===== src/rtl/sdi_interleaver_pkg.sv =====
`timescale 1ns/1ps
package sdi_interleaver_pkg;
  localparam int NUM_DS = 16;
  localparam int LANES  = 4;
  localparam int IDX_W  = $clog2(NUM_DS + 1);

  typedef logic [2:0]       pat_t;
  typedef logic [1:0]       phase_t;
  typedef logic [IDX_W-1:0] ds_idx_t;
  // entry [LANES-1] is the most significant lane; index 0 means "drive zero"
  typedef logic [LANES-1:0][IDX_W-1:0] lane_map_t;

  localparam pat_t PAT_PAIR_THRU = 3'd0;
  localparam pat_t PAT_PAIR_ALT  = 3'd1;
  localparam pat_t PAT_QUAD_ALT  = 3'd2;
  localparam pat_t PAT_QUAD_FIX  = 3'd3;
  localparam pat_t PAT_QUAD_ROT  = 3'd4;

  localparam phase_t PH_LAST = 2'd3;

  function automatic lane_map_t lane_map(input pat_t p, input logic en, input phase_t ph);
    lane_map_t m;
    ds_idx_t   b;
    m = '0;
    b = '0;
    case (p)
      PAT_PAIR_THRU: begin
        m[1] = ds_idx_t'(1);
        m[0] = ds_idx_t'(2);
      end
      PAT_PAIR_ALT: begin
        b    = en ? ds_idx_t'(1) : ds_idx_t'(2);
        m[1] = b;
        m[0] = b + ds_idx_t'(2);
      end
      PAT_QUAD_ALT: begin
        b    = en ? ds_idx_t'(1) : ds_idx_t'(2);
        m[3] = b;
        m[2] = b + ds_idx_t'(4);
        m[1] = b + ds_idx_t'(2);
        m[0] = b + ds_idx_t'(6);
      end
      PAT_QUAD_FIX: begin
        m[3] = ds_idx_t'(1);
        m[2] = ds_idx_t'(3);
        m[1] = ds_idx_t'(2);
        m[0] = ds_idx_t'(4);
      end
      PAT_QUAD_ROT: begin
        case (ph)
          2'd0:    b = ds_idx_t'(4);
          2'd1:    b = ds_idx_t'(2);
          2'd2:    b = ds_idx_t'(3);
          default: b = ds_idx_t'(1);
        endcase
        m[3] = b;
        m[2] = b + ds_idx_t'(8);
        m[1] = b + ds_idx_t'(4);
        m[0] = b + ds_idx_t'(12);
      end
      default: m = '0;
    endcase
    return m;
  endfunction
endpackage


===== src/rtl/sdi_lane_mux.sv =====
`timescale 1ns/1ps
module sdi_lane_mux
  import sdi_interleaver_pkg::*;
#(
  parameter int LANE_W = 10
) (
  input  logic [2:0]               pat_sel,
  input  logic                     lane_ce,
  input  logic [1:0]               phase,
  input  logic [NUM_DS*LANE_W-1:0] ds_bus,
  output logic [LANES*LANE_W-1:0]  word
);
  lane_map_t sel_map;

  always_comb sel_map = lane_map(pat_sel, lane_ce, phase);

  for (genvar l = 0; l < LANES; l++) begin : g_lane
    logic [LANE_W-1:0] lane_d;
    always_comb begin
      lane_d = '0;
      for (int s = 1; s <= NUM_DS; s++) begin
        if (sel_map[l] == ds_idx_t'(s)) lane_d = ds_bus[(s-1)*LANE_W +: LANE_W];
      end
    end
    assign word[l*LANE_W +: LANE_W] = lane_d;
  end
endmodule


===== src/rtl/sdi_phase_tracker.sv =====
`timescale 1ns/1ps
module sdi_phase_tracker
  import sdi_interleaver_pkg::*;
(
  input  logic       clk,
  input  logic       rst,
  input  logic       lane_ce,
  input  logic [2:0] pat_sel,
  output logic [1:0] cur_phase,
  output logic [1:0] last_phase,
  output logic       pat_chg,
  output logic       hist_vld,
  output logic       ce_prev,
  output logic       seen_ce
);
  pat_t pat_q;

  assign pat_chg   = (pat_sel != pat_q);
  assign cur_phase = (lane_ce || pat_chg) ? 2'd0 :
                     (last_phase == PH_LAST) ? PH_LAST : last_phase + 2'd1;

  always_ff @(posedge clk) begin
    if (rst) begin
      pat_q      <= '0;
      last_phase <= '0;
      hist_vld   <= 1'b0;
      ce_prev    <= 1'b0;
      seen_ce    <= 1'b0;
    end else begin
      pat_q      <= pat_sel;
      last_phase <= cur_phase;
      hist_vld   <= 1'b1;
      ce_prev    <= lane_ce;
      seen_ce    <= pat_chg ? lane_ce : (seen_ce | lane_ce);
    end
  end
endmodule


===== src/rtl/sdi_cadence_monitor.sv =====
`timescale 1ns/1ps
module sdi_cadence_monitor
  import sdi_interleaver_pkg::*;
(
  input  logic       clk,
  input  logic       rst,
  input  logic       err_clr,
  input  logic       lane_ce,
  input  logic [2:0] pat_sel,
  input  logic       pat_chg,
  input  logic       hist_vld,
  input  logic       ce_prev,
  input  logic       seen_ce,
  input  logic [1:0] last_phase,
  output logic       cadence_err
);
  logic viol;

  always_comb begin
    viol = 1'b0;
    if (hist_vld && !pat_chg) begin
      case (pat_sel)
        PAT_PAIR_THRU, PAT_QUAD_FIX: viol = !lane_ce;
        PAT_PAIR_ALT,  PAT_QUAD_ALT: viol = (lane_ce == ce_prev);
        PAT_QUAD_ROT:
          viol = seen_ce && (lane_ce ? (last_phase != PH_LAST) : (last_phase == PH_LAST));
        default: viol = 1'b0;
      endcase
    end
  end

  always_ff @(posedge clk) begin
    if (rst)          cadence_err <= 1'b0;
    else if (viol)    cadence_err <= 1'b1;
    else if (err_clr) cadence_err <= 1'b0;
  end
endmodule


===== src/rtl/sdi_interleaver.sv =====
`timescale 1ns/1ps
module sdi_interleaver
  import sdi_interleaver_pkg::*;
#(
  parameter int LANE_W = 10
) (
  input  logic                     clk,
  input  logic                     rst,
  input  logic                     lane_ce,
  input  logic [2:0]               pat_sel,
  input  logic [NUM_DS*LANE_W-1:0] ds_bus,
  input  logic                     err_clr,
  output logic [LANES*LANE_W-1:0]  tx_word,
  output logic                     cadence_err
);
  logic [1:0]              cur_phase, last_phase;
  logic                    pat_chg, hist_vld, ce_prev, seen_ce;
  logic [LANES*LANE_W-1:0] word_d;

  sdi_phase_tracker u_phase (
    .clk(clk), .rst(rst), .lane_ce(lane_ce), .pat_sel(pat_sel),
    .cur_phase(cur_phase), .last_phase(last_phase), .pat_chg(pat_chg),
    .hist_vld(hist_vld), .ce_prev(ce_prev), .seen_ce(seen_ce)
  );

  sdi_lane_mux #(.LANE_W(LANE_W)) u_mux (
    .pat_sel(pat_sel), .lane_ce(lane_ce), .phase(cur_phase),
    .ds_bus(ds_bus), .word(word_d)
  );

  sdi_cadence_monitor u_mon (
    .clk(clk), .rst(rst), .err_clr(err_clr), .lane_ce(lane_ce), .pat_sel(pat_sel),
    .pat_chg(pat_chg), .hist_vld(hist_vld), .ce_prev(ce_prev), .seen_ce(seen_ce),
    .last_phase(last_phase), .cadence_err(cadence_err)
  );

  always_ff @(posedge clk) begin
    if (rst) tx_word <= '0;
    else     tx_word <= word_d;
  end
endmodule


===== config.mk =====
export PLATFORM = sky130hd
export DESIGN_NAME = sdi_interleaver
export DESIGN_NICKNAME = d
export VERILOG_FILES = /design/src/rtl/sdi_interleaver_pkg.sv /design/src/rtl/sdi_lane_mux.sv /design/src/rtl/sdi_phase_tracker.sv /design/src/rtl/sdi_cadence_monitor.sv /design/src/rtl/sdi_interleaver.sv
export SDC_FILE = /design/constraint.sdc
export NUM_CORES = 1
export LEC_CHECK = 0
export ABC_AREA = 1
export BUFFER_PORTS_ARGS = -buffer_cell sky130_fd_sc_hd__buf_2
export CORE_ASPECT_RATIO = 0.5
export CORE_MARGIN = 2
export CORE_UTILIZATION = 44
export CTS_CLUSTER_DIAMETER = 200
export DETAILED_ROUTE_END_ITERATION = 8
export HOLD_SLACK_MARGIN = 0.02
export PLACE_DENSITY = 0.78
export SYNTH_ARGS = -nofsm -noshare
export SYNTH_HDL_FRONTEND = slang
export SYNTH_SLANG_ARGS = --single-unit

===== constraint.sdc =====
create_clock -name clk -period 2.7 [get_ports clk]
set_clock_uncertainty 0.1 [all_clocks]
set_input_delay 0.405 -clock clk [delete_from_list [all_inputs] [get_ports clk]]
set_output_delay 0.405 -clock clk [all_outputs]
set_load 0.05 [all_outputs]

==> metrics.txt <==
result of the run complete, but fails checks; failing checks negative setup slack; gp weighted congestion 1.04; number of buffers added to fix hold violations after cts 0; power share of the combinational group a little under two fifths; die outline height 77.5 µm; Worst Setup Start Kind flip-flop; largest net degree at the start of global routing 27; share of the yosys chip area belonging to registers 20.6%; total die area around 0.012 mm²; buffers from clock root to sink, at most 2; global-route wire length before repair approximately 34000 µm; peak fanout along the critical path 7; synthesized area divided by synthesized cell count about 5.6 µm²; number of buffers inserted during clock tree synthesis 5; drt via density approximately 5.6; via count between 7000 and 8000; final hold viol count 0; areal power density over the cells ~330 mW/mm²; unique cell type count in the Yosys netlist 47; Post-layout nets between 1000 and 1500; Inserted Diodes 0; Min Clock Period, post-route about 2.8 ns; total leakage power approximately 4.1 nW; count of input and output buffers just over 200; initial standard-cell utilization of the core a little under half; Slowest cell on crit path sky130_fd_sc_hd__dfxtp_1; Achievable Freq about 0.35 GHz; part of the total power dissipated in sequential elements 31.2%; Clk pin slew, worst setup/hold paths roughly 0.080 ns; Hold WC Path Type primary input to flip-flop; core outline area slightly above 0.01 mm²; remaining antenna violation count after routing 0; Layout Cell Area excl Fill roughly 0.0077 mm²; First DRT Iteration DRCs 1184; total wire length 24800 µm; category of the worst setup path capture point flip-flop; Clock Sink Count between 40 and 50; Syn Std Cell Area 0.00475 mm²; worst endpoint data arrival time between 2 and 3 ns; layout cell share with drive strength beyond 1 38.2%; maximum capacitance violations 0; Synth Instances approximately 840; CTS tree built; portion of total power attributed to the clock network 30.5%; number of global-route vias before repair about 6700; hold_ws 0.237 ns; number of rows created at floorplan 26; clock latency reported for the late side of the worst-skew pair about 0.3 ns; Req. time, crit path about 2.9 ns; proportion of total power due to net switching approximately two fifths; number of nets produced by synthesis a little over 1000; root buffer cell sky130_fd_sc_hd__clkbuf_16; number of register bits inferred by synthesis between 40 and 50; net switching power of the design 0.960 mW; VDD IR-drop max roughly 300 µV; final setup violation count 37; Final Max Slew Viols 0; worst slew pin tran 0.472 ns; cell-by-cell listing of the critical path xnor2_1, nand3_2, nor2_2, inv_2, a21oi_4, inv_2, ha_4, nand3_4, nand2_4, inv_8, buf_4, nor3_4, buf_6, buf_12, nand2_1, nand4_1, nand2_1, inv_1; Global Route Usage Sum 38.2%; unrepaired setup endpoints after global routing yes; remaining global-route overflow 0; average wire per cell in the routed design ~19 µm; stage delay of the slowest cell on the critical path a little over 0.3 ns; number of H-tree levels 2; buffer and inverter count on the worst path 7; die width approximately 150 µm; DRC 0; antenna violations before repair 0; crit path kind flip-flop to flip-flop; Final WS setup -0.140 ns; Placement Setup Slack -0.277 ns; Area growth, synth to finish 61.4%; headroom to the max-slew limit between 60% and 70%; I/O pins roughly 210; cell-internal power ~1.6 mW; Detail Placement HPWL around 17000 µm; final cycle utilization of the critical path 105%; number of iterations in the first detailed-routing pass 6; total cell area at the placement stage about 0.0067 mm²; Top delay family on crit path simple AND/OR/NAND/NOR gates; number of warnings reported in the yosys synthesis log 0
[sequential cells by signal, summed over array words and instances, names as in the netlist]
| register | count |
|---|---|
| tx_word | 40 |
| u_phase.pat_q | 3 |
| u_phase.last_phase | 2 |
| u_mon.cadence_err | 1 |
| u_phase.ce_prev | 1 |
| u_phase.hist_vld | 1 |
| u_phase.seen_ce | 1 |
[logic make-up (layout without fill, tap and decap cells)]
| family | after synthesis | in the layout | share of synthesized area, % |
|---|---|---|---|
| XOR/XNOR | 5 | 5 | 0.921 |
| buffers and inverters | 169 | 481 | 14.6 |
| multiplexers | 1 | 1 | 0.211 |
| AO/OA/AOI/OAI | 104 | 104 | 13.3 |
| AND/OR/NAND/NOR | 512 | 513 | 49.4 |
| flip-flops | 49 | 49 | 20.6 |
| adder cells (fa/ha/maj) | 3 | 3 | 0.790 |
[power groups by stage]
| stage | Sequential, mW | Clock [mW] | Combinational [mW] |
|---|---|---|---|
| after floorplan | 0.951 | 0 | 0.315 |
| after global placement | 0.800 | 0 | 0.840 |
| after detailed placement | 0.801 | 0 | 0.843 |
| after CTS | 0.785 | 0.781 | 0.857 |
| after global routing | 0.791 | 0.803 | 1.02 |
| final | 0.787 | 0.770 | 0.965 |
[layout make-up]
class | instances | area (µm²)
Tap cell | 140 | 175
Inverter | 134 | 520
Multi-Input combinational cell | 626 | 3430
Timing Repair Buffer | 339 | 2390
Clock inverter | 3 | 46.3
Sequential cell | 49 | 983
Clock buffer | 5 | 125
Fill cell | 842 | 2680
[worst reg2reg max path, delay by kind of cell, from the launching register on]
family                   cells  cell delay [ns]
flip-flops                   1             0.31
AO/OA/AOI/OAI                1             0.14
adder cells (fa/ha/maj)      1             0.28
buffers and inverters        7             0.73
AND/OR/NAND/NOR              8             1.03
XOR/XNOR                     1             0.20
[placed cells by master (no fill, tap or decap), drive strengths merged]
cell type,netlist,final
bufbuf,0,1
clkbuf,10,8
a22oi,6,6
o22ai,10,10
a21oi,34,34
o221ai,2,2
o21ai,36,36
dfxtp,49,49
clkinvlp,0,1
nand2,267,268
nand4,63,63
nand3b,2,2
clkinv,1,2
buf,25,335
inv,133,133
o211a,2,2
mux2i,1,1
nor3,8,8
or2,9,9
nor2,100,100
nand3,59,59
xnor2,4,4
ha,3,3
nor4,4,4
bufinv,0,1
o21bai,1,1
a41oi,1,1
o2111ai,6,6
o211ai,5,5
xor2,1,1
a41o,1,1
[routing by layer]
metal	GRT usage [%]	share of wire, %	vias up
met4	12.4	4.2	0
li1	-	-	3355
met1	53.0	39	3307
met5	0	0	-
met2	58.2	42	538
met3	9.29	14	108
[through the flow]
| step | utilization (%) | setup TNS (ns) | total power [mW] | std cells |
|---|---|---|---|---|
| 3_3_place_gp | 64.8 | -6.19 | 1.64 | 1254 |
| 5_1_grt | 74.1 | -8.22 | 2.62 | 1296 |
| 4_1_cts | 68.3 | -0.000615 | 2.42 | 1270 |
| 2_1_floorplan | - | 0 | 1.27 | 843 |
| 3_5_place_dp | 64.8 | -7.52 | 1.64 | 1254 |
| 6_report | 74.1 | -2.13 | 2.52 | 1296 |
[final timing paths]
kind	from	endpoint	slack (ns)	depth (start not counted)
max reg2reg	u_phase.pat_q[2]	tx_word[12]	-0.14	18
max	u_phase.pat_q[2]	tx_word[12]	-0.14	18
min reg2reg	u_mon.cadence_err	u_mon.cadence_err	0.36	2
min	ds_bus[150]	tx_word[0]	0.24	3
[timing repair]
action,in CTS,in global routing
resized for setup,14,88
setup buffers,7,22
endpoints found under the setup margin,18,40
pin swaps,11,38
gates cloned,2,5
[cells in the mapped netlist (all sizes together)]
| library cell | number | area, µm² |
|---|---|---|
| nand2 | 267 | 1030 |
| inv | 133 | 502 |
| nor2 | 100 | 440 |
| nand4 | 63 | 394 |
| nand3 | 59 | 313 |
| dfxtp | 49 | 981 |
| o21ai | 36 | 180 |
| a21oi | 34 | 174 |
| buf | 25 | 151 |
| clkbuf | 10 | 38.8 |
| o22ai | 10 | 62.6 |
| or2 | 9 | 56.3 |
| nor3 | 8 | 76.3 |
| a22oi | 6 | 45.0 |
| o2111ai | 6 | 71.3 |
| o211ai | 5 | 37.5 |
| nor4 | 4 | 25.0 |
| xnor2 | 4 | 35.0 |
| ha | 3 | 37.5 |
| nand3b | 2 | 15.0 |
| o211a | 2 | 20.0 |
| o221ai | 2 | 17.5 |
| a41o | 1 | 10.0 |
| a41oi | 1 | 8.76 |
| clkinv | 1 | 3.75 |
| mux2i | 1 | 10.0 |
| o21bai | 1 | 7.51 |
| xor2 | 1 | 8.76 |
Note: power is estimated with default switching activity, not from simulation.
